<file path="src/rtl/ofs_pkg.sv">
package ofs_pkg;
  localparam int CFG_W       = 8;
  localparam int FAIL_EN_BIT = 3;
  localparam int FORCE_BIT   = 4;

  typedef enum logic {SRC_EXT = 1'b0, SRC_INT = 1'b1} src_e;

  // Source choice from the force request and the failure state.
  function automatic src_e pick_source(logic force_int, logic failed);
    return (force_int || failed) ? SRC_INT : SRC_EXT;
  endfunction

  // A window counts as good when an edge was seen earlier or arrives now.
  function automatic logic window_good(logic seen, logic edge_now);
    return seen | edge_now;
  endfunction
endpackage

</file>
<file path="src/rtl/ofs_edge_sync.sv">
module ofs_edge_sync #(
  parameter int STAGES = 2
) (
  input  logic clk,
  input  logic rst_n,
  input  logic async_in,
  output logic edge_pulse
);
  logic [STAGES:0] shreg;

  always_ff @(posedge clk or negedge rst_n) begin
    if (!rst_n) shreg <= '0;
    else        shreg <= {shreg[STAGES-1:0], async_in};
  end

  assign edge_pulse = shreg[STAGES] ^ shreg[STAGES-1];
endmodule

</file>
<file path="src/rtl/ofs_fail_mon.sv">
module ofs_fail_mon #(
  parameter int SIL_LIM  = 16,
  parameter int WIN_LEN  = 16,
  parameter int REC_WINS = 64
) (
  input  logic clk,
  input  logic rst_n,
  input  logic enable,
  input  logic edge_pulse,
  output logic failed,
  output logic quiet_hit,
  output logic rec_done
);
  import ofs_pkg::*;
  localparam int QW = $clog2(SIL_LIM);
  localparam int WW = $clog2(WIN_LEN);
  localparam int GW = $clog2(REC_WINS);

  logic [QW-1:0] quiet_cnt;
  logic [WW-1:0] win_pos;
  logic          win_seen;
  logic [GW-1:0] good_cnt;
  logic          win_end;
  logic          win_ok;

  assign win_end   = (win_pos == WW'(WIN_LEN - 1));
  assign win_ok    = window_good(win_seen, edge_pulse);
  assign quiet_hit = !failed && !edge_pulse && (quiet_cnt == QW'(SIL_LIM - 1));
  assign rec_done  = failed && win_end && win_ok && (good_cnt == GW'(REC_WINS - 1));

  always_ff @(posedge clk or negedge rst_n) begin
    if (!rst_n) begin
      failed    <= 1'b0;
      quiet_cnt <= '0;
      win_pos   <= '0;
      win_seen  <= 1'b0;
      good_cnt  <= '0;
    end else if (!enable) begin
      failed    <= 1'b0;
      quiet_cnt <= '0;
      win_pos   <= '0;
      win_seen  <= 1'b0;
      good_cnt  <= '0;
    end else if (!failed) begin
      win_pos  <= '0;
      win_seen <= 1'b0;
      good_cnt <= '0;
      if (edge_pulse) begin
        quiet_cnt <= '0;
      end else if (quiet_hit) begin
        quiet_cnt <= '0;
        failed    <= 1'b1;
      end else begin
        quiet_cnt <= quiet_cnt + 1'b1;
      end
    end else begin
      quiet_cnt <= '0;
      if (win_end) begin
        win_pos  <= '0;
        win_seen <= 1'b0;
        if (rec_done) begin
          failed   <= 1'b0;
          good_cnt <= '0;
        end else if (win_ok) begin
          good_cnt <= good_cnt + 1'b1;
        end else begin
          good_cnt <= '0;
        end
      end else begin
        win_pos  <= win_pos + 1'b1;
        win_seen <= win_ok;
      end
    end
  end
endmodule

</file>
<file path="src/rtl/ofs_div_mon.sv">
module ofs_div_mon #(
  parameter int DIV = 4
) (
  input  logic clk,
  input  logic rst_n,
  input  logic run,
  output logic mon
);
  localparam int DW = $clog2(DIV);
  logic [DW-1:0] div_cnt;

  always_ff @(posedge clk or negedge rst_n) begin
    if (!rst_n)   div_cnt <= '0;
    else if (run) div_cnt <= div_cnt + 1'b1;
    else          div_cnt <= '0;
  end

  assign mon = div_cnt[DW-1];
endmodule

</file>
<file path="src/rtl/osc_fail_switch.sv">
module osc_fail_switch #(
  parameter int SIL_LIM     = 16,
  parameter int WIN_LEN     = 16,
  parameter int REC_WINS    = 64,
  parameter int MON_DIV     = 4,
  parameter int SYNC_STAGES = 2
) (
  input  logic                      int_clk,
  input  logic                      rst_n,
  input  logic                      ext_clk,
  input  logic [ofs_pkg::CFG_W-1:0] cfg_word,
  output logic                      sel_int,
  output logic                      fail_flag,
  output logic                      mon_out
);
  import ofs_pkg::*;

  logic edge_pulse;
  logic quiet_hit;
  logic rec_done;
  logic fail_en;
  logic force_int;
  src_e src_q;

  assign fail_en   = cfg_word[FAIL_EN_BIT];
  assign force_int = cfg_word[FORCE_BIT];

  ofs_edge_sync #(.STAGES(SYNC_STAGES)) u_sync (
    .clk(int_clk), .rst_n(rst_n), .async_in(ext_clk), .edge_pulse(edge_pulse)
  );

  ofs_fail_mon #(.SIL_LIM(SIL_LIM), .WIN_LEN(WIN_LEN), .REC_WINS(REC_WINS)) u_mon (
    .clk(int_clk), .rst_n(rst_n), .enable(fail_en), .edge_pulse(edge_pulse),
    .failed(fail_flag), .quiet_hit(quiet_hit), .rec_done(rec_done)
  );

  ofs_div_mon #(.DIV(MON_DIV)) u_div (
    .clk(int_clk), .rst_n(rst_n), .run(force_int), .mon(mon_out)
  );

  always_ff @(posedge int_clk or negedge rst_n) begin
    if (!rst_n) src_q <= SRC_EXT;
    else        src_q <= pick_source(force_int, fail_flag);
  end

  assign sel_int = (src_q == SRC_INT);
endmodule

</file>
<file path="config.mk">
export PLATFORM = sky130hd
export DESIGN_NAME = osc_fail_switch
export DESIGN_NICKNAME = d
export VERILOG_FILES = /design/src/rtl/ofs_pkg.sv /design/src/rtl/ofs_edge_sync.sv /design/src/rtl/ofs_fail_mon.sv /design/src/rtl/ofs_div_mon.sv /design/src/rtl/osc_fail_switch.sv
export SDC_FILE = /design/constraint.sdc
export NUM_CORES = 1
export LEC_CHECK = 0
export ABC_AREA = 1
export BUFFER_PORTS_ARGS = -buffer_cell sky130_fd_sc_hd__buf_2
export CAP_MARGIN = 10
export CORE_AREA = 2 2 45 47
export CTS_CLUSTER_DIAMETER = 80
export DETAILED_ROUTE_END_ITERATION = 8
export DIE_AREA = 0 0 47 49
export PLACE_DENSITY = 0.79
export SLEW_MARGIN = 20
export SYNTH_ARGS = -nofsm -noshare
export SYNTH_HDL_FRONTEND = slang
export SYNTH_SLANG_ARGS = --single-unit
</file>
<file path="constraint.sdc">
create_clock -name int_clk -period 3.1 [get_ports int_clk]
set_input_delay 0.155 -clock int_clk [delete_from_list [all_inputs] [get_ports int_clk]]
set_output_delay 0.155 -clock int_clk [all_outputs]
set_load 0.02 [all_outputs]
</file>
==> flow_summary.ini, run 1 <==
[hold_path]
worstHoldStart = cfg_word[4]
hold_end = sel_int
hold_class = input pin to register
holdPathStages = 3

[cells_and_area]
final_nets = 139
n_fill_cell = 156
final_cell_mix = nand2_1 (24), dfrtp_1 (22), inv_1 (13)
n_antenna_cell = 0
finalCoreUtilization = 0.6223
fin_area_um2 = 1146
final_common_cell = nand2_1
syn_to_final_growth_pct = 12.26
drive_gt1_frac = 0.2258

[worst_setup_path]
rr_startpoint = u_mon.good_cnt[0]
endpoint_kind = register
cp.required_ps = 3370
crit_fanout = 4
critical_path_class = register to register
r2r_setup_slack_ps = 1820
r2r_end = u_mon.good_cnt[1]
cp.arrival_ps = 1550
start_kind = register
r2r.worst_path.cells = 8

[die]
core-area_um2 = 1842
die_h_um = 49
die_x_um = 47
initial_core_util = 0.5543
row_count = 16
die_area_um2 = 2303
ios = 14

[synthesis]
synthCells = 111
syn_avg_cell_area_um2 = 9.198
ys_ff_latch = 22
syn_nets = 125
synth_top_area_cell = dfrtp_1
yosysUniqueCellTypes = 23
syn_area_um2 = 1021
yosysWarningCount = 0
synth.area.top_cells = dfrtp_1 (54%), nand2_1 (8.8%), inv_1 (4.8%)
synth_top_area_frac = 0.5392
synth-seq-area-share = 0.5392

[timing]
rsz0062_at_grt = false
finalWorstSetupSlack_ps = 1819
fin_crit_sh = 0.4133
maxSlewViolCount = 0
tightestPinTransition_ps = 471.0
fmax_mhz = 780.5
period_needed_ps = 1281
setup_viol = 0
fin_skew_ps = 1.692
hold_viol = 0
maxSlewHeadroom = 0.6860
tns_ps = 0

[route]
via_count = 713
wirelength_mm = 1.574
drc = 0
drt-initial-drc-count = 21
wl_met3_um = 77
first_pass_iters = 4
wl_met2_um = 750
detail-route-antenna-nets = 0
viasPerCell = 4.722
m1WireLength_um = 693
top_layer = met4
wl_per_cell_um = 10.42

[cts]
clk_latency_ps = 320
cts_root_buf = clkbuf_4
cts_max_path_buffers = 2
cts_resized = 0
htree_levels = 1
numCtsBuffers = 3
clkTransAtPathRegs_ps = 120
clock_sinks = 22
cts_tree = yes

[placement]
dp.final_hpwl_mm = 1.159
post-place-ws_ps = 1824
gp_congestion = 0.7899
dpl_cell_area_um2 = 1090
io_buffers = 7

[global_route]
grt_first_pass_wirelength_mm = 2.663
grt_max_degree = 23
grt_pass1_vias = 681
antenna_found_initial = 0
grt.overflow.total = 0
grtUsageTotal = 0.1636

[pwr]
leakage_nw = 0.5714
vdd_drop_max_v = 0.0003824
power.density_nw_per_um2 = 426.5

[run]
cap_violations = 0

[run_status]
status = completed
==> flip-flops by register name, indices dropped and copies added, names as in the netlist <==
name	flops
u_div.div_cnt	2
u_mon.good_cnt	6
u_mon.win_seen	1
u_mon.win_pos	4
sel_int	1
u_mon.failed	1
u_mon.quiet_cnt	4
u_sync.shreg	3
==> stage by stage <==
step | hold WS [ps] | power, mW | cells
after floorplan | -140.6 | 0.3175 | 111
after global placement | 139.2 | 0.3298 | 145
after detailed placement | 141.4 | 0.3309 | 145
after CTS | 37.05 | 0.4923 | 151
after global routing | 77.15 | 0.5064 | 151
final | 39.30 | 0.4889 | 151
==> cells in the mapped netlist <==
| cell | n |
|---|---|
| nor2_1 | 12 |
| o21ai_2 | 1 |
| nor3_2 | 1 |
| xnor2_1 | 2 |
| nand3b_1 | 1 |
| nand3_1 | 5 |
| nor2_2 | 2 |
| o21ai_1 | 5 |
| a21oi_2 | 1 |
| xor2_1 | 3 |
| nand3_4 | 1 |
| clkinv_2 | 2 |
| inv_1 | 13 |
| nand2_2 | 3 |
| dfrtp_1 | 22 |
| clkinv_1 | 1 |
| ha_1 | 3 |
| nand3_2 | 2 |
| o21ai_0 | 1 |
| inv_2 | 3 |
| nand2_1 | 24 |
| nor2_4 | 1 |
| a21oi_1 | 2 |
==> cell families (layout without fill, tap and decap cells) <==
| family | after synthesis | after routing | share of synthesized area |
|---|---|---|---|
| flip-flops | 22 | 22 | 0.5392 |
| AND/OR/NAND/NOR | 52 | 52 | 0.2525 |
| adder cells (fa/ha/maj) | 3 | 3 | 0.03677 |
| buffers and inverters | 19 | 32 | 0.07230 |
| XOR/XNOR | 5 | 5 | 0.04290 |
| AO/OA/AOI/OAI | 10 | 10 | 0.05637 |
==> critical path: stages (launching register included) <==
cell,delay [ps]
dfrtp_1,430
ha_1,230
nand2_1,80
nor2_2,40
nand2_1,110
clkinv_2,80
nor2_2,140
nand2_1,60
nand2_1,50
==> where the power goes <==
part	total, mW	switching (mW)	internal [mW]
clock	0.162	0.0904	0.0720
sequential	0.298	0.00404	0.294
combinational	0.0289	0.0183	0.0106
total	0.489	0.113	0.376
==> per-layer routing <==
| metal | vias up | GRT usage |
|---|---|---|
| li1 | 368 | - |
| met1 | 329 | 0.2178 |
| met2 | 11 | 0.2420 |
| met3 | 5 | 0.02963 |
| met4 | 0 | 0.09722 |
| met5 | - | 0 |
==> worst max-delay path by stage <==
stage                            from                end  slack (ps)  cells past startpoint
global placement    u_mon.good_cnt[0]  u_mon.good_cnt[1]        1880                      8
global route        u_mon.good_cnt[0]  u_mon.good_cnt[5]        1710                      8
detailed placement  u_mon.good_cnt[0]  u_mon.good_cnt[1]        1820                      8
finish              u_mon.good_cnt[0]  u_mon.good_cnt[1]        1820                      8
floorplan           u_mon.good_cnt[0]  u_mon.good_cnt[1]        1960                      8
CTS                 u_mon.good_cnt[0]  u_mon.good_cnt[1]        1800                      8
==> layout make-up <==
| cell class | instances | area [um^2] | area share |
|---|---|---|---|
| sequential | 22 | 550.5 | 0.4803 |
| multi-input combinational | 70 | 396.6 | 0.3461 |
| inverter | 19 | 73.82 | 0.06441 |
| timing repair buffer | 9 | 55.05 | 0.04803 |
| clock buffer | 4 | 36.28 | 0.03166 |
| tap | 27 | 33.78 | 0.02948 |
==> what timing repair did <==
item / 4_1_cts / 5_1_grt
endpoints found under the hold margin: 23 / 0
hold buffers: 2 / 0
buffers inserted: 0 / 0
Note: power is estimated with default switching activity, not from simulation.
==> run 2, diff against run 1 <==
--- a/config.mk
+++ b/config.mk
@@ -8,11 +8,11 @@
 export ABC_AREA = 1
 export BUFFER_PORTS_ARGS = -buffer_cell sky130_fd_sc_hd__buf_2
 export CAP_MARGIN = 10
-export CORE_AREA = 2 2 45 47
+export CORE_AREA = 2 2 47 49
 export CTS_CLUSTER_DIAMETER = 80
 export DETAILED_ROUTE_END_ITERATION = 8
-export DIE_AREA = 0 0 47 49
-export PLACE_DENSITY = 0.79
+export DIE_AREA = 0 0 49 51
+export PLACE_DENSITY = 0.73
 export SLEW_MARGIN = 20
 export SYNTH_ARGS = -nofsm -noshare
 export SYNTH_HDL_FRONTEND = slang
==> constraint.sdc (replaced) <==
create_clock -name int_clk -period 1.33 [get_ports int_clk]
set_input_delay 0.0665 -clock int_clk [delete_from_list [all_inputs] [get_ports int_clk]]
set_output_delay 0.0665 -clock int_clk [all_outputs]
set_load 0.02 [all_outputs]
==> flow_summary.ini, run 2 (synthesis gave the netlist of run 1 again) <==
[timing]
maxSlewHeadroom = 0.6728
fmax_mhz = 814.7
setup_viol = 0
period_needed_ps = 1227
fin_crit_sh = 0.9229
rsz0062_at_grt = false
fin_skew_ps = 2.073
tns_ps = 0
tightestPinTransition_ps = 490.7
finalWorstSetupSlack_ps = 102.6
hold_viol = 0
maxSlewViolCount = 0

[pwr]
power.density_nw_per_um2 = 1069
internal_power_mw = 1.015
switching_share = 0.1989
clkPwrFrac = 0.397
vdd_drop_max_v = 0.0007620
p_sw_uw = 252.1
combPwrFrac = 0.055
power_frac_seq = 0.547
leakage_nw = 0.5816

[route]
drt-initial-drc-count = 5
via_count = 717
viasPerCell = 4.686
wirelength_mm = 1.625
drc = 0
first_pass_iters = 4
detail-route-antenna-nets = 0
wl_per_cell_um = 10.62

[cells_and_area]
n_antenna_cell = 0
reg_top3 = u_mon.good_cnt (6), u_mon.quiet_cnt (4), u_mon.win_pos (4)
final_cell_mix = nand2_1 (22), dfrtp_1 (22), inv_1 (13)
drive_gt1_frac = 0.2480
largest-register = u_mon.good_cnt
finalCoreUtilization = 0.5749
final_nets = 140
largest_reg_flops = 6
syn_to_final_growth_pct = 16.18

[worst_setup_path]
crit_fanout = 4
cp.arrival_ps = 1450
cp.required_ps = 1550
r2r_end = u_mon.failed
r2r_setup_slack_ps = 100
endpoint_kind = register
rr_startpoint = u_mon.good_cnt[0]
start_kind = register
r2r.worst_path.cells = 8
critical_path_class = register to register

[cts]
numCtsBuffers = 3
cts_max_path_buffers = 2
clock_sinks = 22
clkTransAtPathRegs_ps = 120
htree_levels = 1
cts_tree = yes
cts_root_buf = clkbuf_4
post_cts_buffers = 0
clk_latency_ps = 310

[die]
die_x_um = 49
core-area_um2 = 2063
row_count = 17
die_h_um = 51
ios = 14
die_area_um2 = 2499
initial_core_util = 0.4948

[global_route]
antenna_found_initial = 0
grt.overflow.total = 0
grt_first_pass_wirelength_mm = 2.973
grtUsageTotal = 0.1630
grt_max_degree = 23
grt_pass1_vias = 712

[hold_path]
worstHoldStart = cfg_word[3]
holdPathStages = 3
hold_end = u_mon.quiet_cnt[2]
hold_class = input pin to register

[placement]
io_buffers = 7
post-place-ws_ps = 74.12
dp.final_hpwl_mm = 1.181
gp_congestion = 0.7211

[run]
cap_violations = 0

[run_status]
status = completed
==> run 2: cell types whose count changed in the layout (fill, tap and decap cells not counted), sizes merged <==
cell         change
bufinv           +1
clkbuf           -1
dlygate4sd3      +1
==> run 2: final cells by class <==
type,instances,area (um^2)
fill,178,877.1
sequential,22,550.5
multi-input combinational,70,409.1
inverter,19,73.82
timing repair buffer,10,65.06
tap,28,35.03
clock inverter,1,30.03
clock buffer,3,22.52
==> run 2: critical path, cell delays in order, from the launching register on <==
cell and delay [ps]:
dfrtp_1 410, ha_2 210, nand2_2 70, nor2_4 130
nand2_2 80, clkinv_2 60, nand3_1 70, nand2_1 70
inv_1 40
==> run 2: stage by stage <==
stage	hold slack, ps	area, um^2	std cells	power, mW
2_1_floorplan	-229.1	1021	111	0.7401
3_3_place_gp	48.19	1091	146	0.7684
3_5_place_dp	58.44	1091	146	0.7716
4_1_cts	41.28	1174	153	1.289
5_1_grt	40.61	1186	153	1.335
6_report	45.13	1186	153	1.268
==> run 2: routing by layer <==
layer	track usage	wire, um
met2	0.2694	787
met4	0.08571	37
met3	0.05263	54
met5	0	0
met1	0.1904	746
==> run 2: worst max-delay path by stage <==
stage / endpoint / slack [ps] / startpoint
global route: u_mon.failed / 10 / u_mon.good_cnt[0]
finish: u_mon.failed / 100 / u_mon.good_cnt[0]
detailed placement: u_mon.good_cnt[1] / 70 / u_mon.good_cnt[0]
global placement: u_mon.good_cnt[1] / 110 / u_mon.good_cnt[0]
CTS: u_mon.good_cnt[1] / 40 / u_mon.good_cnt[0]
floorplan: u_mon.good_cnt[5] / 190 / u_mon.good_cnt[0]
==> run 2: power by group through the flow <==
stage | logic (mW) | clock network, mW | registers [mW]
2_1_floorplan | 0.0290 | 0 | 0.711
3_3_place_gp | 0.0630 | 0 | 0.705
3_5_place_dp | 0.0655 | 0 | 0.706
4_1_cts | 0.0718 | 0.523 | 0.694
5_1_grt | 0.0814 | 0.557 | 0.696
6_report | 0.0702 | 0.504 | 0.694
==> run 2: timing repair <==
action | CTS | global route
setup endpoints to repair | 0 | 4
resized for setup | 0 | 4
hold buffers | 3 | 0
endpoints found under the hold margin | 26 | 0
==> run 3, diff against run 2 <==
==> constraint.sdc (replaced) <==
create_clock -name int_clk -period 1.25 [get_ports int_clk]
set_input_delay 0.0625 -clock int_clk [delete_from_list [all_inputs] [get_ports int_clk]]
set_output_delay 0.0625 -clock int_clk [all_outputs]
set_load 0.02 [all_outputs]
==> flow_summary.ini, run 3 (synthesis gave the netlist of run 1 again) <==
[cells_and_area]
final_nets = 142
n_antenna_cell = 0
drive_gt1_frac = 0.2677
largest_reg_flops = 6
largest-register = u_mon.good_cnt
final_cell_mix = nand2_1 (22), dfrtp_1 (22), inv_1 (13)
regArea_um2 = 550.5
n_fill_cell = 187
syn_to_final_growth_pct = 18.26
reg_top3 = u_mon.good_cnt (6), u_mon.quiet_cnt (4), u_mon.win_pos (4)
fin_area_um2 = 1207
multi_input_area_um2 = 414.1

[global_route]
grtUsageTotal = 0.1493
grt.overflow.total = 0
grt_max_degree = 23
grt_pass1_vias = 669
grt_first_pass_wirelength_mm = 2.732
antenna_found_initial = 0

[timing]
tightestPinTransition_ps = 475.3
maxSlewHeadroom = 0.6832
tns_ps = 0
period_needed_ps = 1207
hold_viol = 0
setup_viol = 0
maxSlewViolCount = 0
fin_crit_sh = 0.9660
fmax_mhz = 828.2
fin_skew_ps = 10.56
rsz0062_at_grt = true

[worst_setup_path]
endpoint_kind = register
cp.required_ps = 1500
start_kind = register
rr_startpoint = u_mon.good_cnt[1]
r2r.worst_path.cells = 8
critical_path_class = register to register
critPathMaxStageDelay_ps = 420
worstPathCellList = ha_2 > nand2_2 > nor2_4 > nand2_2 > clkinv_2 > nor2_2 > nand2_1 > nand2_1
crit_fanout = 3
slowest_stage = dfrtp_1
cp.arrival_ps = 1460
startpoint = u_mon.good_cnt[1]

[route]
detail-route-antenna-nets = 0
first_pass_iters = 4
wirelength_mm = 1.620
viasPerCell = 4.600
wl_per_cell_um = 10.45
via_count = 713
drc = 0
drt-initial-drc-count = 6

[cts]
cts_root_buf = clkbuf_4
clk_latency_ps = 310
cts_tree = yes
clock_sinks = 22
clkTransAtPathRegs_ps = 120
numCtsBuffers = 3
htree_levels = 1
cts_max_path_buffers = 2

[hold_path]
holdPathStages = 3
hold_class = input pin to register
worstHoldStart = cfg_word[3]

[die]
die_h_um = 51
initial_core_util = 0.4948
die_x_um = 49
die_area_um2 = 2499
core-area_um2 = 2063
row_count = 17
ios = 14

[pwr]
leakage_nw = 0.5928
vdd_drop_max_v = 0.0007753
power.density_nw_per_um2 = 1121

[placement]
dpl_cell_area_um2 = 1099
gp_congestion = 0.7203
dp.final_hpwl_mm = 1.150
io_buffers = 7

[run_status]
status = completed

[run]
cap_violations = 0
## run 3: where the power goes
group | total (mW) | internal, mW | switching [mW]
sequential | 0.737 | 0.728 | 0.00954
combinational | 0.0747 | 0.0283 | 0.0464
clock | 0.541 | 0.324 | 0.217
total | 1.35 | 1.08 | 0.273
## run 3: layer usage
layer	share of wire	GRT usage	routed length [um]	vias up
met1	0.46	0.1686	739	327
met5	0	0	0	-
met3	0.024	0.03509	39	4
met4	0.025	0.1000	40	0
met2	0.49	0.2534	800	9
li1	-	-	-	373
## run 3: through the flow
step                std cells  setup WS (ps)  total power [mW]  hold WS (ps)    util
floorplan                 111          105.7            0.7875        -233.1       -
global placement          147          59.59            0.8176         44.49  0.5324
detailed placement        147          34.70            0.8210         56.28  0.5324
CTS                       154          5.966             1.376         48.91  0.5725
global route              155         -35.23             1.407         58.32  0.5852
finish                    155          42.55             1.353         57.93  0.5852
## run 3: path summary, 6_finish.rpt
kind	end	slack (ps)
setup / recovery	u_mon.good_cnt[1]	40
min in group asynchronous	u_mon.good_cnt[5]	230
max in group asynchronous	u_mon.quiet_cnt[2]	690
hold / removal	u_mon.quiet_cnt[2]	60
setup reg to reg	u_mon.good_cnt[1]	40
hold reg to reg	u_sync.shreg[1]	370
## run 3: layout make-up
class | count | share of cell area
clock buffer | 3 | 0.01865
clock inverter | 1 | 0.02487
inverter | 19 | 0.06218
multi-input combinational | 70 | 0.3430
sequential | 22 | 0.4560
tap | 28 | 0.02902
timing repair buffer | 12 | 0.06632
## run 3: critical path: cells and delay by family, from the launching register on
family                     cells  cell delay [ps]
and+or+nand+nor                6              460
buffers and inverters          1               70
adders and majority gates      1              210
DFF                            1              420
## run 3: repair_timing
item	in CTS	in global routing
buffers inserted	0	1
endpoints found under the setup margin	0	8
resized for setup	0	6
endpoints found under the hold margin	26	0
hold buffers	3	0
